### src/rtl/alm_pkg.sv
package alm_pkg;
  localparam int unsigned CTRL_IEN_BIT  = 0;
  localparam int unsigned CTRL_AUTO_BIT = 1;
  localparam int unsigned STAT_FLAG_BIT = 0;

  typedef struct packed {
    logic auto_clr;
    logic irq_en;
  } alm_ctrl_t;
endpackage

### src/rtl/alm_regfile.sv
module alm_regfile
  import alm_pkg::*;
#(
  parameter int unsigned NUM_FIELDS = 6,
  parameter int unsigned FIELD_W    = 8,
  parameter int unsigned ADDR_W     = 4
) (
  input  logic                          clk_i,
  input  logic                          rst_ni,
  input  logic                          wr_en_i,
  input  logic [ADDR_W-1:0]             addr_i,
  input  logic [FIELD_W-1:0]            wr_data_i,
  output logic [NUM_FIELDS*FIELD_W-1:0] alarm_o,
  output logic [NUM_FIELDS-1:0]         mask_o,
  output alm_ctrl_t                     ctrl_o
);
  localparam logic [ADDR_W-1:0] MASK_ADDR = ADDR_W'(NUM_FIELDS);
  localparam logic [ADDR_W-1:0] CTRL_ADDR = ADDR_W'(NUM_FIELDS + 1);

  for (genvar k = 0; k < NUM_FIELDS; k++) begin : g_field
    logic [FIELD_W-1:0] val_q;
    always_ff @(posedge clk_i or negedge rst_ni) begin
      if (!rst_ni)                                  val_q <= '0;
      else if (wr_en_i && addr_i == ADDR_W'(k))     val_q <= wr_data_i;
    end
    assign alarm_o[k*FIELD_W +: FIELD_W] = val_q;
  end

  always_ff @(posedge clk_i or negedge rst_ni) begin
    if (!rst_ni) begin
      mask_o <= '0;
      ctrl_o <= '0;
    end else if (wr_en_i) begin
      if (addr_i == MASK_ADDR) mask_o <= wr_data_i[NUM_FIELDS-1:0];
      if (addr_i == CTRL_ADDR) begin
        ctrl_o.irq_en   <= wr_data_i[CTRL_IEN_BIT];
        ctrl_o.auto_clr <= wr_data_i[CTRL_AUTO_BIT];
      end
    end
  end
endmodule

### src/rtl/alm_match.sv
module alm_match #(
  parameter int unsigned NUM_FIELDS = 6,
  parameter int unsigned FIELD_W    = 8
) (
  input  logic                          tick_i,
  input  logic [NUM_FIELDS*FIELD_W-1:0] time_i,
  input  logic [NUM_FIELDS*FIELD_W-1:0] alarm_i,
  input  logic [NUM_FIELDS-1:0]         mask_i,
  output logic                          hit_o
);
  logic [NUM_FIELDS-1:0] lane_ok;

  for (genvar k = 0; k < NUM_FIELDS; k++) begin : g_lane
    assign lane_ok[k] = !mask_i[k] ||
                        (time_i[k*FIELD_W +: FIELD_W] == alarm_i[k*FIELD_W +: FIELD_W]);
  end

  // empty mask must not match
  assign hit_o = tick_i && (|mask_i) && (&lane_ok);
endmodule

### src/rtl/alm_flag.sv
module alm_flag (
  input  logic clk_i,
  input  logic rst_ni,
  input  logic set_i,
  input  logic clr_i,
  output logic flag_o
);
  always_ff @(posedge clk_i or negedge rst_ni) begin
    if (!rst_ni)     flag_o <= 1'b0;
    else if (set_i)  flag_o <= 1'b1;
    else if (clr_i)  flag_o <= 1'b0;
  end

  a_r9_set_beats_clear: assert property (@(posedge clk_i) disable iff (!rst_ni)
    (set_i && clr_i) |=> flag_o);
  a_r7_sticky: assert property (@(posedge clk_i) disable iff (!rst_ni)
    (flag_o && !clr_i) |=> flag_o);
endmodule

### src/rtl/alarm_irq_unit.sv
module alarm_irq_unit
  import alm_pkg::*;
#(
  parameter int unsigned NUM_FIELDS = 6,
  parameter int unsigned FIELD_W    = 8,
  parameter int unsigned ADDR_W     = $clog2(NUM_FIELDS + 3)
) (
  input  logic                          clk_i,
  input  logic                          rst_ni,
  input  logic                          tick_i,
  input  logic [NUM_FIELDS*FIELD_W-1:0] time_i,
  input  logic                          wr_en_i,
  input  logic                          rd_en_i,
  input  logic [ADDR_W-1:0]             addr_i,
  input  logic [FIELD_W-1:0]            wr_data_i,
  output logic                          status_o,
  output logic                          irq_oe_o
);
  localparam logic [ADDR_W-1:0] STAT_ADDR = ADDR_W'(NUM_FIELDS + 2);

  logic [NUM_FIELDS*FIELD_W-1:0] alarm;
  logic [NUM_FIELDS-1:0]         mask;
  alm_ctrl_t                     ctrl;
  logic                          hit;
  logic                          stat_sel;
  logic                          clr;

  alm_regfile #(.NUM_FIELDS(NUM_FIELDS), .FIELD_W(FIELD_W), .ADDR_W(ADDR_W)) u_regs (
    .clk_i     (clk_i),
    .rst_ni    (rst_ni),
    .wr_en_i   (wr_en_i),
    .addr_i    (addr_i),
    .wr_data_i (wr_data_i),
    .alarm_o   (alarm),
    .mask_o    (mask),
    .ctrl_o    (ctrl)
  );

  alm_match #(.NUM_FIELDS(NUM_FIELDS), .FIELD_W(FIELD_W)) u_match (
    .tick_i  (tick_i),
    .time_i  (time_i),
    .alarm_i (alarm),
    .mask_i  (mask),
    .hit_o   (hit)
  );

  assign stat_sel = (addr_i == STAT_ADDR);
  assign clr = (wr_en_i && stat_sel && !wr_data_i[STAT_FLAG_BIT]) ||
               (rd_en_i && stat_sel && ctrl.auto_clr);

  alm_flag u_flag (
    .clk_i  (clk_i),
    .rst_ni (rst_ni),
    .set_i  (hit),
    .clr_i  (clr),
    .flag_o (status_o)
  );

  assign irq_oe_o = status_o && ctrl.irq_en;

  a_r3_no_tick_no_rise: assert property (@(posedge clk_i) disable iff (!rst_ni)
    (!status_o && !tick_i) |=> !status_o);
  a_r5_empty_mask_silent: assert property (@(posedge clk_i) disable iff (!rst_ni)
    (!status_o && mask == '0) |=> !status_o);
  a_r8_auto_read_clears: assert property (@(posedge clk_i) disable iff (!rst_ni)
    (rd_en_i && stat_sel && ctrl.auto_clr && !hit) |=> !status_o);
  a_r8_plain_read_keeps: assert property (@(posedge clk_i) disable iff (!rst_ni)
    (status_o && rd_en_i && !wr_en_i && !ctrl.auto_clr) |=> status_o);
endmodule

### config.mk
export PLATFORM = sky130hd
export DESIGN_NAME = alarm_irq_unit
export DESIGN_NICKNAME = d
export VERILOG_FILES = /design/src/rtl/alm_pkg.sv /design/src/rtl/alm_regfile.sv /design/src/rtl/alm_match.sv /design/src/rtl/alm_flag.sv /design/src/rtl/alarm_irq_unit.sv
export SDC_FILE = /design/constraint.sdc
export NUM_CORES = 1
export LEC_CHECK = 0
export BUFFER_PORTS_ARGS = -buffer_cell sky130_fd_sc_hd__buf_2
export CAP_MARGIN = 25
export CORE_ASPECT_RATIO = 0.6
export CORE_MARGIN = 2
export CORE_UTILIZATION = 25
export CTS_CLUSTER_SIZE = 16
export DETAILED_ROUTE_END_ITERATION = 10
export SLEW_MARGIN = 20
export SYNTH_ARGS = -nofsm -noshare
export SYNTH_HDL_FRONTEND = slang
export SYNTH_SLANG_ARGS = --single-unit
### constraint.sdc
create_clock -name clk_i -period 1.4 [get_ports clk_i]
set_input_delay 0.14 -clock clk_i [delete_from_list [all_inputs] [get_ports clk_i]]
set_output_delay 0.14 -clock clk_i [all_outputs]
set_load 0.02 [all_outputs]
==> metrics.cfg <==
[setup_path]
cp.buffers_inverters=0
cp_max_fo=2
end_kind=register
arrival_ns=1.62
critPathMaxStageDelay_ns=0.53
cp_cell_sequence=or4_4 -> o31a_1 -> nand4_1 -> o21ai_1
cp_top_family=simple AND/OR/NAND/NOR gates
path_class=register to register
slowest_stage=or4_4
crit_required_ns=1.60
startpoint_type=register

[synthesis]
synth-main-ff-cell=dfrtp_1
yosysSeqAreaShare=0.5149
synth_area_per_cell_um2=13.38
yosys.cell_count.top_type=dfrtp_1
synth.largest_area_cell=dfrtp_1
syn_inst=207
netlist-cell-type-count=23
netlist_top_cells_count=dfrtp_1, mux2_2, xnor2_1, nand4_1, o21ai_0
syn-num-nets=272
synth_top_area_frac=0.5149
synth_seq_cells=57
synth_edf_count=0
postSynth.asyncResetShare=1.000
ys_warn_count=0
synth_area_um2=2770
synth_top_cells_by_area=dfrtp_1, mux2_2, xnor2_1

[clock_tree]
clockBufferDepth=2
numCtsBuffers=9
clk_pin_slew_ns=0.05
root_buffer=clkbuf_16
htree_levels=3
clk_latency_ns=0.33
post_cts_buffers=0
clock-sinks=57
cts_tree=done

[layout]
diodes=0
final_nets=357
area_growth_pct=32.97
design_area_um2=3684
drive_gt1_frac=0.5068

[global_route]
grt_pass1_vias=1991
antenna_found_initial=0
grt_max_degree=58
grtUsageTotal=0.1315
grt-ovfl-total=0
grt_pass1_wl_um=11260

[timing]
fin_skew_ns=0.009081
rsz0062_at_grt=yes
fin_ws_ns=-0.01839
hold_viol_final=0
period_needed_ns=1.418
tightest_slew_ns=0.3183
fmax_mhz=705.0
slew_viol_final=0
period_share=1.013
relSlewSlack=0.7878
tns_ns=-0.01839
setup_viol=1

[place]
placed_area_um2=3354
gp_congestion=0.7492
numPortBuffers=66
hpwl_um=5477

[power]
leakagePower_nw=1.593
p_per_area_nw_per_um2=1544
peakVddDrop_mv=0.7055

[floorplanning]
fp.coreArea_um2=10670
dieArea_um2=11970
initial_core_util=0.2597
ios=67
die_x_um=139.9
die_h_um=85.54
num_rows=29

[run_status]
violations=setup timing
outcome=finished with violations

[route]
routed-via-count=1890
drc_errors=0
detail-route-antenna-nets=0
wire_per_inst_um=16.38
drt-initial-drc-count=95
drtPass1Iterations=4
finalWirelength_um=7124
avgViaCountPerCell=4.345

[job]
drv_cap=0

[worst_hold_path]
hold_class=input pin to register

==> cell usage in the layout, fill, tap and decap left out <==
master and n:
buf_2 66, dfrtp_1 57, mux2_2 52, xnor2_1 48, nand4_1 13, o21ai_0 11, clkbuf_16 9, buf_4 7
nand2_1 5, clkbuf_8 4, nor3b_4 2, nor2_1 2, nand3b_2 2, buf_12 2, nand3b_4 1, nor3b_2 1
nand3_1 1, or4_4 1, o31a_1 1, inv_1 1, a22oi_1 1, nand3b_1 1, o21ai_1 1, nand2b_1 1
nor2b_1 1, nand2_2 1, and2_1 1, clkinv_2 1, bufinv_16 1, dlygate4sd3_1 1
==> sequential cells by signal, summed over array words and instances (netlist names) <==
| signal | cells |
|---|---|
| u_regs.mask_o | 6 |
| u_regs.g_field.val_q | 48 |
| u_regs.ctrl_o | 2 |
| u_flag.flag_o | 1 |
==> cell type report <==
| cell class | count | area, µm² |
|---|---|---|
| fill | 1089 | 6984 |
| multi-input combinational | 147 | 1331 |
| clock buffer | 13 | 280.3 |
| timing repair buffer | 76 | 432.9 |
| tap | 139 | 173.9 |
| inverter | 1 | 3.754 |
| sequential | 57 | 1426 |
| clock inverter | 2 | 35.03 |
==> power by group <==
part	internal (mW)	switching (mW)
Sequential	2.04	0.276
Combinational	0.675	0.435
Clock	1.55	0.708
Total	4.27	1.42
==> kinds of logic after synthesis <==
kind of cell           share of synthesized area
AO/OA/AOI/OAI                            0.02755
XOR/XNOR                                  0.1518
buffers and inverters                   0.005870
flip-flops                                0.5149
multiplexers                              0.2114
AND/OR/NAND/NOR                          0.08854
==> path summary, 6_finish.rpt <==
path                                             from  slack [ns]  cells past startpoint                         end
max                                  u_regs.mask_o[0]       -0.02                      4               u_flag.flag_o
min                                      wr_data_i[0]        0.13                      2            u_regs.ctrl_o[0]
max reg2reg                          u_regs.mask_o[0]       -0.02                      4               u_flag.flag_o
min reg2reg                u_regs.g_field[4].val_q[0]        0.50                      2  u_regs.g_field[4].val_q[0]
max in group asynchronous                      rst_ni        0.78                      3  u_regs.g_field[3].val_q[1]
min in group asynchronous                      rst_ni        0.34                      3  u_regs.g_field[5].val_q[1]
==> routing by layer <==
metal  wire, µm  up-vias  global-route usage
met2       2675       68              0.1663
li1           -      910                   -
met3        523        6             0.05639
met5          0        -                   0
met4         67        0             0.03545
met1       3858      906              0.2000
==> timing repair <==
| action | CTS | global route |
|---|---|---|
| gates cloned | 0 | 0 |
| resized for setup | 1 | 1 |
| hold buffers | 1 | 0 |
| hold endpoints to repair | 57 | 0 |
| pin swaps | 1 | 0 |
| setup endpoints to repair | 1 | 1 |
==> stage by stage <==
stage / total power [mW] / hold WS (ns) / setup slack [ns] / utilization / instances
after global placement: 3.402 / 0.1673 / -0.004667 / 0.3145 / 419
after detailed placement: 3.452 / 0.1670 / -0.04588 / 0.3145 / 419
after CTS: 5.769 / 0.1194 / -0.02958 / 0.3449 / 435
final: 5.688 / 0.1269 / -0.01839 / 0.3453 / 435
after floorplan: 3.022 / -0.1556 / 0.04052 / - / 207
after global routing: 5.989 / 0.1372 / -0.08113 / 0.3453 / 435
Power figures use the tool's default switching activity.
